$ cat config.mk
export PLATFORM = sky130hd
export DESIGN_NAME = rcrc_fail_monitor
export DESIGN_NICKNAME = d
export VERILOG_FILES = /design/src/rtl/rcfm_pkg.sv /design/src/rtl/ebit_window_counter.sv /design/src/rtl/alarm_window_latch.sv /design/src/rtl/qualify_run_tracker.sv /design/src/rtl/rcrc_fail_monitor.sv
export SDC_FILE = /design/constraint.sdc
export NUM_CORES = 1
export LEC_CHECK = 0
export CORE_MARGIN = 2
export CORE_UTILIZATION = 45
export CTS_CLUSTER_DIAMETER = 50
export CTS_CLUSTER_SIZE = 10
export DETAILED_ROUTE_END_ITERATION = 8
export GPL_ROUTABILITY_DRIVEN = 0
export PLACE_DENSITY = 0.68
export SLEW_MARGIN = 20
export SYNTH_ARGS = -nofsm -noshare
export SYNTH_HDL_FRONTEND = slang
export SYNTH_SLANG_ARGS = --single-unit
$ cat constraint.sdc
create_clock -name clk_i -period 3.9 [get_ports clk_i]
set_input_delay 0.78 -clock clk_i [delete_from_list [all_inputs] [get_ports clk_i]]
set_output_delay 0.78 -clock clk_i [all_outputs]
set_load 0.02 [all_outputs]
$ cat src/rtl/rcfm_pkg.sv
package rcfm_pkg;
  localparam int ALARM_N = 2;

  typedef enum logic [0:0] {
    ALM_RAI  = 1'b0,
    ALM_SYNC = 1'b1
  } alarm_idx_e;
endpackage

$ cat src/rtl/ebit_window_counter.sv
module ebit_window_counter #(
  parameter int CNT_W  = 10,
  parameter int THRESH = 989
) (
  input  logic clk_i,
  input  logic rst_ni,
  input  logic err_i,
  input  logic tick_i,
  output logic over_o
);
  localparam logic [CNT_W-1:0] MAX_V = {CNT_W{1'b1}};
  localparam logic [CNT_W-1:0] THR_V = CNT_W'(THRESH);

  logic [CNT_W-1:0] cnt_q, cnt_inc;

  // saturating count including this cycle's strobe
  always_comb begin
    if (cnt_q == MAX_V) cnt_inc = MAX_V;
    else                cnt_inc = cnt_q + CNT_W'(err_i);
  end

  assign over_o = cnt_inc > THR_V;

  always_ff @(posedge clk_i or negedge rst_ni) begin
    if (!rst_ni)     cnt_q <= '0;
    else if (tick_i) cnt_q <= '0;
    else             cnt_q <= cnt_inc;
  end


  sat_hold_chk: assert property (@(posedge clk_i) disable iff (!rst_ni)
    (!tick_i && cnt_q == MAX_V) |=> cnt_q == MAX_V);


  tick_clear_chk: assert property (@(posedge clk_i) disable iff (!rst_ni)
    tick_i |=> cnt_q == '0);
endmodule

$ cat src/rtl/alarm_window_latch.sv
module alarm_window_latch #(
  parameter int N = 2
) (
  input  logic         clk_i,
  input  logic         rst_ni,
  input  logic [N-1:0] alarm_i,
  input  logic         tick_i,
  output logic         clear_o
);
  logic [N-1:0] seen_q, seen_any;

  for (genvar g = 0; g < N; g++) begin : g_latch
    assign seen_any[g] = seen_q[g] | alarm_i[g];

    always_ff @(posedge clk_i or negedge rst_ni) begin
      if (!rst_ni)     seen_q[g] <= 1'b0;
      else if (tick_i) seen_q[g] <= 1'b0;
      else             seen_q[g] <= seen_any[g];
    end


    sticky_set_chk: assert property (@(posedge clk_i) disable iff (!rst_ni)
      (alarm_i[g] && !tick_i) |=> seen_q[g]);


    tick_drop_chk: assert property (@(posedge clk_i) disable iff (!rst_ni)
      tick_i |=> !seen_q[g]);
  end

  assign clear_o = ~|seen_any;
endmodule

$ cat src/rtl/qualify_run_tracker.sv
module qualify_run_tracker #(
  parameter int RUN_LEN = 5
) (
  input  logic clk_i,
  input  logic rst_ni,
  input  logic tick_i,
  input  logic qual_i,
  output logic fail_o
);
  localparam int RUN_W = $clog2(RUN_LEN + 1);
  localparam logic [RUN_W-1:0] RUN_MAX = RUN_W'(RUN_LEN);

  logic [RUN_W-1:0] run_q, run_d;
  logic             fail_q;

  always_comb begin
    run_d = run_q;
    if (tick_i) begin
      if (!qual_i)                run_d = '0;
      else if (run_q != RUN_MAX)  run_d = run_q + 1'b1;
    end
  end

  always_ff @(posedge clk_i or negedge rst_ni) begin
    if (!rst_ni) begin
      run_q  <= '0;
      fail_q <= 1'b0;
    end else if (tick_i) begin
      run_q  <= run_d;
      fail_q <= (run_d == RUN_MAX);
    end
  end

  assign fail_o = fail_q;


  flag_hold_chk: assert property (@(posedge clk_i) disable iff (!rst_ni)
    !tick_i |=> $stable(fail_q));


  bad_second_clr_chk: assert property (@(posedge clk_i) disable iff (!rst_ni)
    (tick_i && !qual_i) |=> !fail_q && run_q == '0);


  run_bound_chk: assert property (@(posedge clk_i) disable iff (!rst_ni)
    run_q <= RUN_MAX);
endmodule

$ cat src/rtl/rcrc_fail_monitor.sv
module rcrc_fail_monitor #(
  parameter int CNT_W   = 10,
  parameter int THRESH  = 989,
  parameter int RUN_LEN = 5
) (
  input  logic clk_i,
  input  logic rst_ni,
  input  logic ebit_err_i,
  input  logic sec_tick_i,
  input  logic rai_i,
  input  logic sync_loss_i,
  output logic rfail_o
);
  import rcfm_pkg::*;

  logic                over_w, alarm_clear_w, qual_w;
  logic [ALARM_N-1:0]  alarm_w;

  assign alarm_w[ALM_RAI]  = rai_i;
  assign alarm_w[ALM_SYNC] = sync_loss_i;

  ebit_window_counter #(.CNT_W(CNT_W), .THRESH(THRESH)) u_cnt (
    .clk_i(clk_i), .rst_ni(rst_ni), .err_i(ebit_err_i),
    .tick_i(sec_tick_i), .over_o(over_w)
  );

  alarm_window_latch #(.N(ALARM_N)) u_alm (
    .clk_i(clk_i), .rst_ni(rst_ni), .alarm_i(alarm_w),
    .tick_i(sec_tick_i), .clear_o(alarm_clear_w)
  );

  assign qual_w = over_w & alarm_clear_w;

  qualify_run_tracker #(.RUN_LEN(RUN_LEN)) u_run (
    .clk_i(clk_i), .rst_ni(rst_ni), .tick_i(sec_tick_i),
    .qual_i(qual_w), .fail_o(rfail_o)
  );


  rai_veto_chk: assert property (@(posedge clk_i) disable iff (!rst_ni)
    (sec_tick_i && rai_i) |=> !rfail_o);


  sync_veto_chk: assert property (@(posedge clk_i) disable iff (!rst_ni)
    (sec_tick_i && sync_loss_i) |=> !rfail_o);
endmodule

Yosys cells after proc, flatten, opt, wreduce, memory -nomap -nowiden --
Cells that the tools add are included.
Word-level totals: register bits 16, bits of input ports 6
Operators by class: add/subtract/negate cells 2, equal/unequal tests 3, order comparisons 1, multiplexer cells 7, bitwise logic cells 3, reduce and logical (&&, ||, !) cells 2
Operators by type and width (count):
- 2-to-1 mux 10 bit | 2
- adder 10 x 1 -> 10 bit | 1
- == test 10 bit, second input constant | 1
- greater-than comparator 10 bit, second input constant | 1
- 2-to-1 mux 3 bit | 3
- adder 3 x 1 -> 3 bit, second input constant | 1
- == test 3 bit, second input constant | 1
- inequality test 3 bit, second input constant | 1
- 2-to-1 mux 1 bit | 2
- bitwise OR 1 bit | 2
- OR reduction 2 bit | 1
- AND 1 bit | 1
- zero test 1 bit | 1

Longest topological paths before layout --
depth in word-level cells 7, depth in mapped cells 8

By module --
Synthesis repeated with hierarchy kept, for this count alone.
Second synthesis, totals: cell total of the unflattened synthesis 102, area, all modules 945.9 µm²
By module, submodules not included:
- ebit_window_counter | cells each 69, area each 596.8 µm², times used 1
- qualify_run_tracker | cells each 27, area each 260.2 µm², times used 1
- alarm_window_latch | cells each 5, area each 82.6 µm², times used 1
- rcrc_fail_monitor | cells each 1, area each 6.3 µm², times used 1

Worst setup path after synthesis --
No wires, ideal clock.
kind input to register, start point input port ebit_err_i, end point register u_run.run_q[0], path buffers 0, stages 8, data arrival time 2.200 ns, setup slack 1.634 ns, cells stage by stage ha_1 > ha_1 > nand3_1 > nor2_1 > xor2_1 > nand4b_1 > o311ai_1 > and2_1
Between the ends: cells in the longest elaborated chain, start to end 6
RTL lines:
- start: declaration | line rcrc_fail_monitor.sv:8 | input logic ebit_err_i,
- adder 10 x 1 -> 10 bit | line ebit_window_counter.sv:19 | else cnt_inc = cnt_q + CNT_W'(err_i);
- 2-to-1 mux 10 bit | line ebit_window_counter.sv:18 | if (cnt_q == MAX_V) cnt_inc = MAX_V;
- greater-than comparator 10 bit | line ebit_window_counter.sv:22 | assign over_o = cnt_inc > THR_V;
- AND 1 bit | line rcrc_fail_monitor.sv:32 | assign qual_w = over_w & alarm_clear_w;
- 2-to-1 mux 3 bit | line qualify_run_tracker.sv:19 | if (!qual_i) run_d = '0;
- 2-to-1 mux 3 bit | line qualify_run_tracker.sv:18 | if (tick_i) begin
- end signal: assignment | line qualify_run_tracker.sv:29 | run_q <= run_d;
- end: declaration | line qualify_run_tracker.sv:13 | logic [RUN_W-1:0] run_q, run_d;
Every way passes these cells. A chain may end at the register's enable or synchronous reset.

Worst setup path after layout --
Same ends and word-level chain as after synthesis.

==> qor.yml <==
cts:
  cts.clk_slew.worst_paths_ns: 0.11
  cts_resized: 0
  htree_levels: 1
  postCtsSetupBuffers: 0
  clockRootBuffer: "clkbuf_4"
  cts_inserted_buffers: 3
  clock_sinks: 16
  postCtsHoldBufs: 0
  tritoncts: "done"
  clockBufferDepth: 2
  insertion_delay_ns: 0.29
setup_path:
  path_depth: 9
  startpoint_type: "input pin"
  cp.buffers_inverters: 1
  reg2reg_setup_slack_ns: 1.81
  r2r-end: "u_run.run_q[0]"
  cp_top_family: "simple AND/OR/NAND/NOR gates"
  critPathMaxStageDelay_ns: 0.46
  crit_type: "in2reg"
  crit_start: "ebit_err_i"
  rr_worst_depth: 8
  cpMostUsedCell: "ha_1"
  crit_arrival_ns: 2.91
  crit_path_end_kind: "flop"
  r2r-start: "u_cnt.cnt_q[0]"
  crit_slowest_cell: "clkdlybuf4s50_1"
  crit_required_ns: 4.14
  crit_path_cell_trace: "clkdlybuf4s50_1, ha_1, ha_1, nand3_1, nor2_1, xor2_1, nand4b_1, o31ai_1, and2_1"
  crit_path_max_fanout: 6
placement:
  placed_area_sq_um: 1030
  numPortBuffers: 6
  post-dp-hpwl_mm: 1.34
  dp.cells: 136
final_layout:
  design_area_sq_um: 1070
  multiInputGateArea_sq_um: 524
  fillers: 189
  diodes: 0
  drive_gt1_share_pct: 8.85
  final_core_util_pct: 53.4
  finalNetCount: 124
  fin_cells: 140
  area_growth_pct: 9.48
  final_common_cell: "nor2_1"
  most-common-layout-cells: "nor2_1, dfrtp_1, nand2_1, nand3_1"
  seqCellArea_sq_um: 400
drt:
  drt_iter0_drc: 27
  route.vias.total: 803
  drc: 0
  wl_mm: 1.93
  ant_nets: 0
  wl_per_cell_um: 13.8
  viasPerCell: 5.74
  dr.pass1.iters: 4
yosys:
  yosysTopAreaCell: "dfrtp_1"
  synthAdderAreaFrac_pct: 5.12
  synth_cells: 107
  synth_compound_area_share_pct: 17.2
  synth_top_family_by_area: "simple AND/OR/NAND/NOR gates"
  muxShareOfSynthArea_pct: 1.02
  syn_area_sq_um: 977
  synth_simple_gate_area_share_pct: 25.0
  synth.distinct_cells: 36
  synth_seq_cells: 16
  syn_avg_cell_area_sq_um: 9.13
  synth_top_area_share_pct: 41.0
  synth-seq-area-share_pct: 41.0
  ys_warn_count: 0
  yosys-top-cells-area: "dfrtp_1, nor2_1, ha_1, nand3_1, xor2_1"
  synthesis.nets: 117
  synth_xor_area_share_pct: 5.38
floorplan:
  die_w_um: 50.6
  rows: 16
  dieArea_sq_um: 2560
  die_h_um: 50.6
  start_util_pct: 48.8
  core_area_sq_um: 2000
  num_io_pins: 7
global_route:
  grtUsageMet3_pct: 3.57
  track_usage_pct: 17.6
  grt-busiest-layer: "met1"
  grt_use_met2_pct: 25.2
  grt_max_degree: 18
  antenna_found_initial: 0
  grtUsageMet1_pct: 25.9
  grt_overflow_total: 0
  grt_first_pass_wirelength_mm: 3.35
  grt_pass1_vias: 747
sta:
  fin_skew_ns: 0.00400
  slew_viol_final: 0
  fin_crit_sh_pct: 68.4
  setup_viol: 0
  setup_tns_ns: 0
  slew-limit-headroom_pct: 49.5
  hold_ws_ns: 0.514
  hold_viol: 0
  tightest_slew_ns: 0.755
  rsz0062_at_grt: "no"
  post-route-min-period_ns: 2.67
  timing.fmax_mhz: 375
worst_hold_path:
  whs_endpoint: "u_alm.seen_q[0]"
  hp-start: "u_alm.seen_q[0]"
  hold_path_depth: 2
  hp-class: "reg2reg"
pwr:
  power.density_nw_per_um2: 292
  power.leakage_nw: 0.457
  vdd.ir_drop.worst_v: 0.000199
flow_run:
  maxCapViolCount: 0
run_status:
  status: "complete, no violations"
==> Yosys cell counts <==
cell,n
nor2_1,21
dfrtp_1,16
nand2_1,8
nand3_1,7
a21oi_1,6
a31oi_1,4
ha_1,4
xor2_1,4
buf_6,3
inv_1,3
a22o_1,2
nand4_1,2
o21ai_0,2
or3_1,2
xnor2_1,2
a21boi_0,1
a21o_1,1
a21o_2,1
a31o_2,1
and2_1,1
and4b_1,1
clkbuf_1,1
inv_2,1
mux2i_1,1
nand2b_4,1
nand3b_1,1
nand4_2,1
nand4b_1,1
nor3_2,1
nor4_1,1
o2111a_1,1
o21a_1,1
o311ai_1,1
o31a_1,1
o31ai_1,1
o41ai_1,1
==> worst max-delay path by stage <==
stage,slack [ns],end
finish,1.23,u_run.run_q[0]
detailed placement,0.95,u_run.run_q[0]
global route,1.09,u_run.run_q[0]
global placement,1.02,u_run.run_q[1]
CTS,1.26,u_run.run_q[0]
floorplan,1.63,u_run.run_q[0]
==> stage by stage <==
step	power [mW]	worst slack, ns
2_1_floorplan	0.189	1.63
3_3_place_gp	0.199	1.02
3_5_place_dp	0.200	0.951
4_1_cts	0.314	1.26
5_1_grt	0.325	1.09
6_report	0.313	1.23
==> worst reg2reg max path, delay by kind of cell (launching register included) <==
kind / cells / cell delay, ns
AND/OR/NAND/NOR: 4 / 0.68
adder cells (fa/ha/maj): 2 / 0.49
flip-flops: 1 / 0.36
AO/OA/AOI/OAI: 1 / 0.26
XOR/XNOR: 1 / 0.23
==> metal layers <==
layer,vias up,wire [um]
li1,396,-
met1,383,973
met2,20,844
met4,0,24
met5,-,0
met3,4,88
==> power by group <==
| part | switching, mW | internal [mW] |
|---|---|---|
| Clock | 0.0590 | 0.0569 |
| Combinational | 0.0140 | 0.0107 |
| Sequential | 0.00277 | 0.169 |
==> cell type report <==
type                            instances  area share, %
Multi-Input combinational cell         83           49.0
Sequential cell                        16           37.4
Inverter                                4           1.40
Timing Repair Buffer                    6           5.61
Clock buffer                            4           3.39
Tap cell                               27           3.16
==> cell families after synthesis <==
group / after synthesis
xor gates and xnor gates: 6
buffers and inverters: 8
muxes: 1
and+or+nand+nor: 48
adders and majority gates: 4
DFF: 16
AOI/OAI and AO/OA: 24
==> sequential cells by signal, summed over array words and instances, names as in the netlist <==
register	flops
u_run.run_q	3
u_run.fail_o	1
u_cnt.cnt_q	10
u_alm.seen_q	2
No activity file was read; power rests on OpenSTA's default activity.
